## config.mk

```make
export PLATFORM = sky130hd
export DESIGN_NAME = rand_index_gen
export DESIGN_NICKNAME = d
export VERILOG_FILES = /design/src/rtl/rig_pkg.sv /design/src/rtl/rig_lfsr.sv /design/src/rtl/rig_mod.sv /design/src/rtl/rand_index_gen.sv
export SDC_FILE = /design/constraint.sdc
export NUM_CORES = 1
export LEC_CHECK = 0
export BUFFER_PORTS_ARGS = -buffer_cell sky130_fd_sc_hd__buf_4
export CAP_MARGIN = 25
export CORE_MARGIN = 1
export CORE_UTILIZATION = 40
export CTS_CLUSTER_DIAMETER = 150
export DETAILED_ROUTE_END_ITERATION = 16
export SLEW_MARGIN = 25
export SYNTH_ARGS = -nofsm -noshare
export SYNTH_HDL_FRONTEND = slang
export SYNTH_HIERARCHICAL = 1
export SYNTH_SLANG_ARGS = --single-unit
```

## constraint.sdc

```tcl
create_clock -name clk -period 4.5 [get_ports clk]
set_clock_uncertainty 0.15 [all_clocks]
set_input_delay 0.675 -clock clk [delete_from_list [all_inputs] [get_ports clk]]
set_output_delay 0.675 -clock clk [all_outputs]
set_load 0.02 [all_outputs]
```

## src/rtl/rig_pkg.sv

```systemverilog
package rig_pkg;
    localparam logic [31:0] LFSR_TAPS = 32'hD000_0001;
    localparam logic [31:0] LFSR_SEED = 32'h0000_0001;

    function automatic logic [31:0] lfsr_advance(input logic [31:0] cur);
        lfsr_advance = (cur >> 1) ^ (cur[0] ? LFSR_TAPS : 32'h0);
    endfunction

    typedef enum logic [1:0] {
        ST_IDLE = 2'd0,
        ST_STEP = 2'd1,
        ST_WAIT = 2'd2
    } rig_state_e;
endpackage

```

## src/rtl/rig_lfsr.sv

```systemverilog
module rig_lfsr
    import rig_pkg::*;
(
    input  logic        clk,
    input  logic        rst_n,
    input  logic        step_i,
    output logic [31:0] nxt_o
);
    logic [31:0] state_d, state_q;

    always_comb begin
        nxt_o   = lfsr_advance(state_q);
        state_d = step_i ? nxt_o : state_q;
    end

    always_ff @(posedge clk or negedge rst_n) begin
        if (!rst_n) state_q <= LFSR_SEED;
        else        state_q <= state_d;
    end

    AST_LFSR_NONZERO: assert property (@(posedge clk) disable iff (!rst_n)
        state_q != 32'h0);
endmodule

```

## src/rtl/rig_mod.sv

```systemverilog
module rig_mod #(
    parameter int DIV_W = 5,
    parameter int NUM_W = 32,
    localparam int RW    = DIV_W + 1,
    localparam int CNT_W = $clog2(NUM_W + 1)
) (
    input  logic             clk,
    input  logic             rst_n,
    input  logic             start_i,
    input  logic [NUM_W-1:0] num_i,
    input  logic [DIV_W-1:0] div_i,
    output logic             done_o,
    output logic [DIV_W-1:0] rem_o
);
    typedef struct packed {
        logic             busy;
        logic             done;
        logic [CNT_W-1:0] cnt;
        logic [NUM_W-1:0] sh;
        logic [RW-1:0]    rem;
    } mod_st_t;

    mod_st_t d, q;
    logic [RW-1:0] trial;

    always_comb begin
        d      = q;
        d.done = 1'b0;
        trial  = {q.rem[RW-2:0], q.sh[NUM_W-1]};
        if (start_i) begin
            d.busy = 1'b1;
            d.cnt  = CNT_W'(NUM_W);
            d.sh   = num_i;
            d.rem  = '0;
        end else if (q.busy) begin
            d.rem = (trial >= RW'(div_i)) ? trial - RW'(div_i) : trial;
            d.sh  = q.sh << 1;
            d.cnt = q.cnt - 1'b1;
            if (q.cnt == CNT_W'(1)) begin
                d.busy = 1'b0;
                d.done = 1'b1;
            end
        end
    end

    always_ff @(posedge clk or negedge rst_n) begin
        if (!rst_n) q <= '0;
        else        q <= d;
    end

    assign done_o = q.done;
    assign rem_o  = q.rem[DIV_W-1:0];

    AST_REM_BELOW_DIV: assert property (@(posedge clk) disable iff (!rst_n)
        done_o |-> (RW'(rem_o) < RW'(div_i)));
    AST_REM_UPPER_CLEAR: assert property (@(posedge clk) disable iff (!rst_n)
        done_o |-> !q.rem[RW-1]);
endmodule

```

## src/rtl/rand_index_gen.sv

```systemverilog
module rand_index_gen
    import rig_pkg::*;
#(
    parameter int ENTRIES = 16,
    localparam int IDX_W   = (ENTRIES > 1) ? $clog2(ENTRIES) : 1,
    localparam int WIRED_W = $clog2(ENTRIES + 1)
) (
    input  logic               clk,
    input  logic               rst_n,
    input  logic               req_i,
    input  logic [WIRED_W-1:0] wired_i,
    output logic               busy_o,
    output logic               valid_o,
    output logic [IDX_W-1:0]   index_o
);
    localparam logic [WIRED_W-1:0] LAST_W  = WIRED_W'(ENTRIES - 1);
    localparam logic [WIRED_W-1:0] COUNT_W = WIRED_W'(ENTRIES);
    localparam logic [IDX_W-1:0]   LAST_I  = IDX_W'(ENTRIES - 1);

    typedef struct packed {
        rig_state_e         st;
        logic [WIRED_W-1:0] wired;
        logic               deg;
        logic               valid;
        logic [IDX_W-1:0]   idx;
    } top_st_t;

    top_st_t d, q;
    logic               step;
    logic [31:0]        lfsr_nxt;
    logic               mod_done;
    logic [WIRED_W-1:0] mod_rem;
    logic [WIRED_W-1:0] range;
    logic [WIRED_W:0]   cand_w;
    logic [IDX_W-1:0]   cand;

    rig_lfsr u_lfsr (
        .clk    (clk),
        .rst_n  (rst_n),
        .step_i (step),
        .nxt_o  (lfsr_nxt)
    );

    rig_mod #(.DIV_W(WIRED_W), .NUM_W(32)) u_mod (
        .clk     (clk),
        .rst_n   (rst_n),
        .start_i (step),
        .num_i   (lfsr_nxt),
        .div_i   (range),
        .done_o  (mod_done),
        .rem_o   (mod_rem)
    );

    always_comb begin
        d       = q;
        d.valid = 1'b0;
        step    = 1'b0;
        range   = COUNT_W - q.wired;
        cand_w  = {1'b0, mod_rem} + {1'b0, q.wired};
        cand    = cand_w[IDX_W-1:0];
        unique case (q.st)
            ST_IDLE: begin
                if (req_i) begin
                    d.wired = wired_i;
                    if (wired_i >= LAST_W) begin
                        d.deg   = 1'b1;
                        d.valid = 1'b1;
                        d.idx   = LAST_I;
                    end else begin
                        d.deg = 1'b0;
                        d.st  = ST_STEP;
                    end
                end
            end
            ST_STEP: begin
                step = 1'b1;
                d.st = ST_WAIT;
            end
            ST_WAIT: begin
                if (mod_done) begin
                    if (cand == q.idx) begin
                        d.st = ST_STEP;
                    end else begin
                        d.idx   = cand;
                        d.valid = 1'b1;
                        d.st    = ST_IDLE;
                    end
                end
            end
            default: d.st = ST_IDLE;
        endcase
    end

    always_ff @(posedge clk or negedge rst_n) begin
        if (!rst_n) begin
            q.st    <= ST_IDLE;
            q.wired <= '0;
            q.deg   <= 1'b0;
            q.valid <= 1'b0;
            q.idx   <= '0;
        end else begin
            q <= d;
        end
    end

    assign busy_o  = (q.st != ST_IDLE);
    assign valid_o = q.valid;
    assign index_o = q.idx;

    AST_IDX_BELOW_TOP: assert property (@(posedge clk) disable iff (!rst_n)
        valid_o |-> (index_o <= LAST_I));
    AST_IDX_ABOVE_WIRED: assert property (@(posedge clk) disable iff (!rst_n)
        (valid_o && !q.deg) |-> (WIRED_W'(index_o) >= q.wired));
    AST_NO_REPEAT: assert property (@(posedge clk) disable iff (!rst_n)
        (valid_o && !q.deg) |-> (index_o != $past(index_o)));
    AST_DEG_LAST: assert property (@(posedge clk) disable iff (!rst_n)
        (valid_o && q.deg) |-> (index_o == LAST_I));
    AST_VALID_PULSE: assert property (@(posedge clk) disable iff (!rst_n)
        valid_o |=> !valid_o);
    AST_IDX_HOLD: assert property (@(posedge clk) disable iff (!rst_n)
        !valid_o |-> $stable(index_o));
    AST_BUSY_NO_VALID: assert property (@(posedge clk) disable iff (!rst_n)
        busy_o |-> !valid_o);
endmodule

```

### Word-level counts from Yosys, hierarchy flattened

Index checks and enable logic that the tools add are counted.

* register bits after elaboration: 90
* bits in latches: 0
* memory bits (writable): 0
* memory bits (read-only): 0
* input port bits: 8
* output and inout port bits: 6
* logic and storage cells: 52
* memories kept: 0

* add/sub/neg operators: 4
* multipliers: 0
* div/mod/pow operators: 0
* $lt $le $gt $ge: 2
* equal/unequal tests: 9
* shifts and indexed selects: 0
* mux-type cells: 18
* bitwise gates (word level): 1
* reductions and logical operators: 7

Operators by type and width (count)
* two-way mux 46 bit: 1
* two-way mux 44 bit: 1
* two-way mux 32 bit: 1
* XOR 31 x 32 -> 32 bit: 1
* two-way mux 5 bit: 3
* two-way mux 13 bit: 1
* one-hot mux 5 bit (2 select lines): 1
* != test 2 bit (second input constant): 4
* == test 6 x 1 -> 1 bit (second input constant): 1
* >= comparator 6 x 5 -> 1 bit: 1
* two-way mux 2 bit: 3
* two-way mux 6 bit: 1
* one-hot mux 2 bit (3 select lines): 1
* nonzero test 2 bit: 3
* subtractor 6 x 1 -> 6 bit (second input constant): 1
* subtractor 6 x 5 -> 6 bit: 1
* >= comparator 5 x 4 -> 1 bit (second input constant): 1
* two-way mux 1 bit: 5
* AND reduction 5 bit: 1
* subtractor 5 bit (first input constant): 1
* adder 4 bit: 1
* == test 4 bit: 1
* AND reduction 3 bit: 1
* == test 2 x 1 -> 1 bit (second input constant): 1
* other kinds (4): 4

### Depth between registers and ports, before layout

Gate-level depths: netlist of the first run.

* depth after elaboration: 5
* depth in mapped cells: 11
* gate-level depth less buffers: 10

### Cells and area by module

The synthesis of the first run kept the hierarchy.

By module, submodules not included
* rig_mod: instances 1, cells an instance 233, area an instance 2317.2 um^2, seq. area each 1126.1 um^2
* rig_lfsr: instances 1, cells an instance 102, area an instance 1599.0 um^2, seq. area each 802.0 um^2
* rand_index_gen: instances 1, cells an instance 74, area an instance 765.7 um^2, seq. area each 300.3 um^2

### Worst setup path before layout of the first run

Ideal clock, no wire load.

* path kind: register to register
* from: register q[7] (netlist name)
* to: register u_mod.q, in the netlist u_mod/rem_o[1]
* setup time: 96 ps
* data arrival time: 2050 ps
* required time: 4254 ps
* slack: 2204 ps
* stages on the path, launching flop included: 12
* path buffers: 1
* clock period less this slack: 2296 ps
* path through: dfrtp_1 -> inv_1 -> ha_1 -> nand2_1 -> xnor2_1 -> inv_1 -> ha_1 -> a211oi_2 -> and2_1 -> buf_6 -> nand3_1 -> a311oi_2

RTL lines
* end signal: assignment: line rig_mod.sv:47 `if (!rst_n) q <= '0;`
* end signal: assignment: line rig_mod.sv:48 `else q <= d;`
* end: declaration: line rig_mod.sv:23 `mod_st_t d, q;`

==> results of run 1 <==
## report_power, final
part	switching [mW]	total (mW)	internal, mW
sequential	0.180	1.08	0.903
combinational	0.616	1.19	0.573
clock	0.316	0.695	0.379
total	1.11	2.97	1.85
## sequential cells by signal, indices dropped and copies added (netlist names)
name,cells
valid_o,1
q,7
u_mod/done_o,1
index_o,4
u_lfsr/state_q,32
u_mod/rem_o,5
u_mod/q,39
## worst paths after layout
path / start / slack (ns) / depth (start not counted) / to
setup reg to reg: q[7]$_DFFE_PN0P_ / 2.01 / 10 / u_mod/rem_o[1]$_DFFE_PN0P_
min in group clk: q[11]$_DFFE_PN0P_ / 0.34 / 1 / q[11]$_DFFE_PN0P_
max in group asynchronous: rst_n / 3.02 / 2 / u_lfsr/state_q[0]$_DFFE_PN1P_
hold / removal: rst_n / 0.25 / 1 / u_lfsr/state_q[10]$_DFFE_PN0P_
setup / recovery: q[7]$_DFFE_PN0P_ / 2.01 / 10 / u_mod/rem_o[1]$_DFFE_PN0P_
hold reg to reg: q[11]$_DFFE_PN0P_ / 0.34 / 1 / q[11]$_DFFE_PN0P_
## stage by stage
step / util (%) / setup WS [ns] / instance area (sq um) / hold WS [ns]
after floorplan: - / 2.204 / 4674 / 0.2294
after global placement: 39.90 / 2.086 / 4556 / 0.3245
after detailed placement: 39.90 / 2.036 / 4556 / 0.3358
after CTS: 42.34 / 1.997 / 4835 / 0.2752
after global routing: 42.36 / 1.823 / 4837 / 0.3097
final: 42.36 / 2.010 / 4837 / 0.2468
## critical path, stage by stage, from the launching register on
cell      delay, ns
dfrtp_1        0.39
inv_1          0.13
ha_1           0.20
nand2_1        0.07
xnor2_1        0.14
inv_1          0.06
ha_1           0.35
a211oi_2       0.25
and2_1         0.26
nand3_1        0.12
a311oi_2       0.27
## per-layer routing
layer | global-route usage (%) | vias to the layer above | wire (microns) | part of all wire (%)
met1 | 17.34 | 1298 | 3483 | 50
met5 | 0 | - | 0 | 0
met4 | 6.767 | 0 | 0 | 0
li1 | - | 1294 | - | -
met2 | 19.87 | 24 | 3286 | 48
met3 | 2.646 | 0 | 131 | 1.9
## cells in the final DEF (no fill, tap or decap), types with 2 or more instances in the layout
cell and count:
mux2_2 5, dfrtp_1 87, clkbuf_16 9, nand3_1 5, buf_4 16, nand2b_1 2, nand2_1 46, mux2_4 29
nand4_1 3, inv_1 14, a21o_1 3, xor2_1 8, and2_1 2, mux2i_1 31, o21ai_0 37, nor3_1 4
a221o_1 2, xnor2_1 14, o211ai_1 4, nand3b_1 2, nor2_1 16, or2_2 2, clkinv_2 2, clkinvlp_4 2
fa_1 2, ha_1 11, a21oi_1 4
## area by class of cell
type / instances / area [sq um]
repair buffers: 16 / 120.1
clock inverters: 7 / 53.80
fillers: 1091 / 6581
multi-input cells: 249 / 1974
flip-flops and latches: 89 / 2232
well taps: 143 / 178.9
inverters: 14 / 52.55
clock buffers: 9 / 225.2
==> results.toml, run 1 <==
[outcome]
status = "complete, no violations"

[clock_tree]
cts_setup_buffers = 0
insertion_delay_ns = 0.33
htree_levels = 3
cts_tree = "built"
cts_resized = 0
cts-buffers-inserted = 9
cts-root-buf = "clkbuf_16"
hold_buffers = 0
cts_sinks = 89
clkTransAtPathRegs_ns = 0.07
cts_buffer_depth = 2

[power]
power_mw = 2.966
p_per_area_nw_per_um2 = 613.2
vdd_ir_drop_max_mv = 0.3952
power_leakage_nw = 2.297

[critical_path]
path_class = "reg2reg"
crit_path_end_kind = "register"
critPathMaxFanout = 6
critPathRequiredTime_ns = 4.59
start_kind = "register"
arrival_ns = 2.58

[floorplan]
core_sq_um = 11420
fp.dieH_microns = 110.1
top_level_ports = 14
die_x_microns = 110.1
initial_core_util_pct = 40.94
die-area_sq_um = 12120
fp-row-count = 39

[synthesis]
syn_area_per_cell_sq_um = 11.46
ys_warn_count = 6
synth_nets = 429
synth_cells = 408
netlist_area_sq_um = 4674

[sta]
finalSetupTns_ns = 0
worst_slew_pin_slew_ns = 0.9098
period_share_pct = 55.33
slew_violations = 0
relSlewSlack_pct = 39.22
period_minus_slack_ns = 2.490
rsz0062_at_grt = "false"
hold_violations = 0
final-setup-viol-count = 0
clock.fmax_mhz = 401.7

[detailed_routing]
routed_wl_microns = 6902
wire_per_inst_microns = 13.10
antenna_left = 0
vias = 2616
drc = 0
firstDrtPassIters = 4
drt-initial-drc-count = 180
drt-vias-per-instance = 4.964

[hold_path]
min_path_type = "in2async"

[global_routing]
grt_pass1_wl_microns = 12190
grt_max_degree = 59
gr-total-overflow = 0
first_global_vias = 2642
antenna_found_initial = 0
grt_usage_pct = 12.97

[placed_design]
gp_congestion = 0.7980
post-dp-hpwl_microns = 4474
place_inst = 511
io_buffers = 13

[final_layout]
num_antenna_cells = 0
drive_gt1_share_pct = 20.05
syn_to_final_growth_pct = 3.480
layout.nets = 400
fin_cells = 527

[run]
cap_violations = 0
(Power assumes the default switching activity.)
==> run 2: changes to the inputs <==
==> constraint.sdc (replaced) <==
create_clock -name clk -period 2.04 [get_ports clk]
set_clock_uncertainty 0.15 [all_clocks]
set_input_delay 0.306 -clock clk [delete_from_list [all_inputs] [get_ports clk]]
set_output_delay 0.306 -clock clk [all_outputs]
set_load 0.02 [all_outputs]
==> results.toml, run 2 (synthesized netlist as in run 1, its figures left out) <==
[clock_tree]
cts-root-buf = "clkbuf_16"
insertion_delay_ns = 0.34
htree_levels = 3
cts_tree = "built"
cts-buffers-inserted = 9
cts_sinks = 89
cts_buffer_depth = 2
clkTransAtPathRegs_ns = 0.06

[critical_path]
start_kind = "register"
crit_path_end_kind = "register"
path_class = "reg2reg"
cp_slowest_stage_delay_ns = 0.42
path_cells = "inv_2, ha_4, nand2_2, xnor2_1, inv_1, ha_4, a211oi_2, and2_4, nand3_2, a32o_1"
critPathMaxFanout = 5
arrival_ns = 2.30
worst_path_most_repeated_cell = "ha_4"
critPathRequiredTime_ns = 2.11
slowest_stage = "dfrtp_1"

[detailed_routing]
firstDrtPassIters = 4
drt-initial-drc-count = 118
drc = 0
drt-vias-per-instance = 4.876
vias = 2716
wire_per_inst_microns = 13.27
routed_wl_microns = 7393
antenna_left = 0

[floorplan]
die_x_microns = 110.1
top_level_ports = 14
core_sq_um = 11420
die-area_sq_um = 12120
fp-row-count = 39
initial_core_util_pct = 40.94
fp.dieH_microns = 110.1

[global_routing]
antenna_found_initial = 0
gr-total-overflow = 0
grt_pass1_wl_microns = 12690
grt_usage_pct = 13.47
first_global_vias = 2693
grt_max_degree = 38

[sta]
worst_slew_pin_slew_ns = 0.5028
setup_ws_ns = -0.1884
rsz0062_at_grt = "true"
period_minus_slack_ns = 2.228
final-setup-viol-count = 8
slew_violations = 0
fin_hold_ws_ns = 0.05011
finalSetupTns_ns = -1.133
period_share_pct = 109.2
hold_violations = 0
relSlewSlack_pct = 66.01
clock.fmax_mhz = 448.8

[power]
p_per_area_nw_per_um2 = 1455
vdd_ir_drop_max_mv = 0.9506
power_leakage_nw = 2.481

[placed_design]
gp_congestion = 0.8067
pre_cts_slack_ns = -0.2447
io_buffers = 13
place_area_sq_um = 4866
post-dp-hpwl_microns = 5147

[outcome]
status = "complete, but fails checks"
violations = "negative setup slack"

[final_layout]
fill_cells = 1059
stdcell_area_sq_um = 5229
layout.nets = 430
final_cell_mix = "dfrtp_1 (86), nand2_1 (45), buf_4 (39)"
fin_util_pct = 45.79
layout_commonest_cell = "dfrtp_1"
largest_reg_flops = 39
top_register = "u_mod/q"
num_antenna_cells = 0
multi_input_area_sq_um = 2056
syn_to_final_growth_pct = 11.86
final-seq-area_sq_um = 2231
drive_gt1_share_pct = 29.23
top_regs = "u_mod/q: 39 flops, u_lfsr/state_q: 32 flops, q: 7 flops"

[run]
cap_violations = 0

[hold_path]
min_path_type = "in2reg"
-- run 2: power breakdown --
part,switching (mW),internal [mW]
registers,0.269,1.99
logic,1.76,1.94
clock network,0.689,0.959
-- run 2: through the flow --
step	power, mW	cells
after CTS	7.552	556
after global placement	5.735	538
after floorplan	4.822	408
after detailed placement	5.808	538
final	7.610	557
after global routing	8.103	557
-- run 2: final cells by class --
type	instances	share of cell area, %
tap	143	3.422
multi-input combinational	249	39.32
clock inverter	5	1.220
clock buffer	11	4.451
sequential	89	42.67
inverter	14	1.005
timing repair buffer	46	7.921
-- run 2: worst max-delay path: cells and delay by family, from the launching register on --
kind | cells | cell delay [ns]
compound gates | 2 | 0.51
xor+xnor | 1 | 0.14
fa+ha+maj | 2 | 0.38
buf+inv | 2 | 0.18
flops | 1 | 0.42
simple gates | 3 | 0.33
-- run 2: path summary, 6_finish.rpt --
kind / depth (start not counted) / end / start / slack [ns]
max in group asynchronous: 3 / u_lfsr/state_q[0]$_DFFE_PN1P_ / rst_n / 0.82
min in group asynchronous: 2 / u_lfsr/state_q[6]$_DFFE_PN0P_ / rst_n / 0.30
max reg2reg: 10 / u_mod/rem_o[0]$_DFFE_PN0P_ / q[7]$_DFFE_PN0P_ / -0.19
min reg2reg: 1 / q[11]$_DFFE_PN0P_ / q[11]$_DFFE_PN0P_ / 0.35
min: 3 / q[6]$_DFFE_PN0P_ / wired_i[0] / 0.05
max: 10 / u_mod/rem_o[0]$_DFFE_PN0P_ / q[7]$_DFFE_PN0P_ / -0.19
-- run 2: timing repair --
action / CTS / global route
setup endpoints to repair: 9 / 9
buffers inserted: 1 / 1
hold buffers: 1 / 0
resized for setup: 4 / 8
pin swaps: 7 / 7
hold endpoints to repair: 28 / 0
-- run 2: metal layers --
metal	track usage [%]	up-vias	wire length, microns
met5	0	-	0
met1	18.24	1331	3665
li1	-	1351	-
met2	20.67	23	3451
met3	3.233	11	158
met4	5.545	0	118
==> run 3: changes to the inputs <==
--- a/config.mk
+++ b/config.mk
@@ -5,6 +5,7 @@
 export SDC_FILE = /design/constraint.sdc
 export NUM_CORES = 1
 export LEC_CHECK = 0
+export ABC_AREA = 1
 export BUFFER_PORTS_ARGS = -buffer_cell sky130_fd_sc_hd__buf_4
 export CAP_MARGIN = 25
 export CORE_MARGIN = 1
==> results.toml, run 3 <==
[final_layout]
num_antenna_cells = 0
fill_cells = 1082
largest_reg_flops = 39
final-seq-area_sq_um = 2228
top_regs = "u_mod/q: 39 flops, u_lfsr/state_q: 32 flops, q: 7 flops"
final_cell_mix = "nand2_1 (220), dfrtp_1 (88), inv_1 (50)"
drive_gt1_share_pct = 16.96
top_register = "u_mod/q"
stdcell_area_sq_um = 5187
layout.nets = 582
syn_to_final_growth_pct = 11.87
multi_input_area_sq_um = 1941
layout_commonest_cell = "nand2_1"

[detailed_routing]
firstDrtPassIters = 4
vias = 3359
drt-initial-drc-count = 201
antenna_left = 0
drt-vias-per-instance = 4.758
drc = 0
routed_wl_microns = 8651
wire_per_inst_microns = 12.25

[critical_path]
arrival_ns = 2.26
critPathTopFamily = "simple AND/OR/NAND/NOR gates"
path_buf_inv = 1
slowest_stage = "fa_1"
path_class = "reg2reg"
cp_slowest_stage_delay_ns = 0.54
crit_path_end_kind = "register"
critPathMaxFanout = 5
critPathRequiredTime_ns = 2.17
start_kind = "register"
path_cells = "ha_4, inv_2, fa_1, or2_0, nand4_1, nor2_4, nand3_4, nand2_2, nand3_1, nand2_1"

[placed_design]
io_buffers = 13
pre_cts_slack_ns = -0.1502
place_area_sq_um = 4753
post-dp-hpwl_microns = 5613
gp_congestion = 0.7802

[floorplan]
top_level_ports = 14
fp-row-count = 38
die-area_sq_um = 12030
core_sq_um = 11080
fp.dieH_microns = 109.7
die_x_microns = 109.7
initial_core_util_pct = 41.86

[global_routing]
grt_max_degree = 54
grt_pass1_wl_microns = 15500
antenna_found_initial = 0
first_global_vias = 3384
gr-total-overflow = 0
grt_usage_pct = 16.80

[synthesis]
synth_nets = 586
syn_area_per_cell_sq_um = 8.207
synth_cells = 565
netlist_area_sq_um = 4637
ys_warn_count = 6

[sta]
final-setup-viol-count = 11
hold_violations = 0
setup_ws_ns = -0.08991
rsz0062_at_grt = "true"
relSlewSlack_pct = 63.47
period_minus_slack_ns = 2.130
fin_hold_ws_ns = 0.07995
period_share_pct = 104.4
slew_violations = 0
worst_slew_pin_slew_ns = 0.5466
clock.fmax_mhz = 469.5

[clock_tree]
cts_tree = "built"
cts_buffer_depth = 2
cts-root-buf = "clkbuf_16"
insertion_delay_ns = 0.34
htree_levels = 3
clkTransAtPathRegs_ns = 0.06
cts_sinks = 89
cts-buffers-inserted = 9

[power]
vdd_ir_drop_max_mv = 0.8204
p_per_area_nw_per_um2 = 1493
power_leakage_nw = 2.763

[run]
cap_violations = 0

[outcome]
status = "complete, but fails checks"
violations = "negative setup slack"

[hold_path]
min_path_type = "in2reg"
## run 3: through the flow
| step | TNS, ns | util (%) | std cells | total power, mW |
|---|---|---|---|---|
| after floorplan | -0.1660 | - | 565 | 4.899 |
| after global placement | -0.8064 | 42.91 | 685 | 5.672 |
| after detailed placement | -1.167 | 42.91 | 685 | 5.758 |
| after CTS | -0.7411 | 46.30 | 705 | 7.668 |
| after global routing | -2.136 | 46.83 | 706 | 8.398 |
| final | -0.6901 | 46.83 | 706 | 7.747 |
## run 3: cell type report
class,count,area share [%]
Clock buffer,11,4.486
Clock inverter,5,1.206
Inverter,56,4.052
Multi-Input combinational cell,364,37.41
Sequential cell,89,42.96
Tap cell,140,3.377
Timing Repair Buffer,41,6.512
## run 3: where the power goes
group	internal, mW	switching (mW)
Combinational	1.58	2.26
Clock	0.959	0.699
Sequential	2.01	0.231
Total	4.55	3.19
## run 3: worst paths after layout
check	startpoint	to	slack (ns)	depth (start not counted)
setup reg to reg	q[6]$_DFFE_PN0P_	index_o[2]$_DFFE_PN0P_	-0.09	10
hold / removal	wired_i[2]	q[8]$_DFFE_PN0P_	0.08	3
min in group asynchronous	rst_n	u_lfsr/state_q[31]$_DFFE_PN0P_	0.31	2
hold reg to reg	u_mod/q[17]$_DFFE_PN0P_	u_mod/q[17]$_DFFE_PN0P_	0.33	2
max in group asynchronous	rst_n	u_mod/q[35]$_DFFE_PN0P_	0.84	3
setup / recovery	q[6]$_DFFE_PN0P_	index_o[2]$_DFFE_PN0P_	-0.09	10
## run 3: metal layers
metal / up-vias / share of wire, % / global-route usage (%)
met5: - / 0 / 0
li1: 1726 / - / -
met1: 1577 / 49 / 21.14
met3: 4 / 3.3 / 3.794
met4: 0 / 0.42 / 6.000
met2: 52 / 48 / 28.35
## run 3: worst reg2reg max path, stage by stage, from the launching register on
cell     delay [ns]
dfrtp_1        0.42
ha_4           0.16
inv_2          0.03
fa_1           0.54
or2_0          0.12
nand4_1        0.12
nor2_4         0.14
nand3_4        0.12
nand2_2        0.12
nand3_1        0.08
nand2_1        0.07
## run 3: repair_timing
action,4_1_cts,5_1_grt
hold endpoints to repair,28,0
resized for setup,9,12
endpoints found under the setup margin,12,55
hold buffers,1,0
pin swaps,16,10
setup buffers,3,1
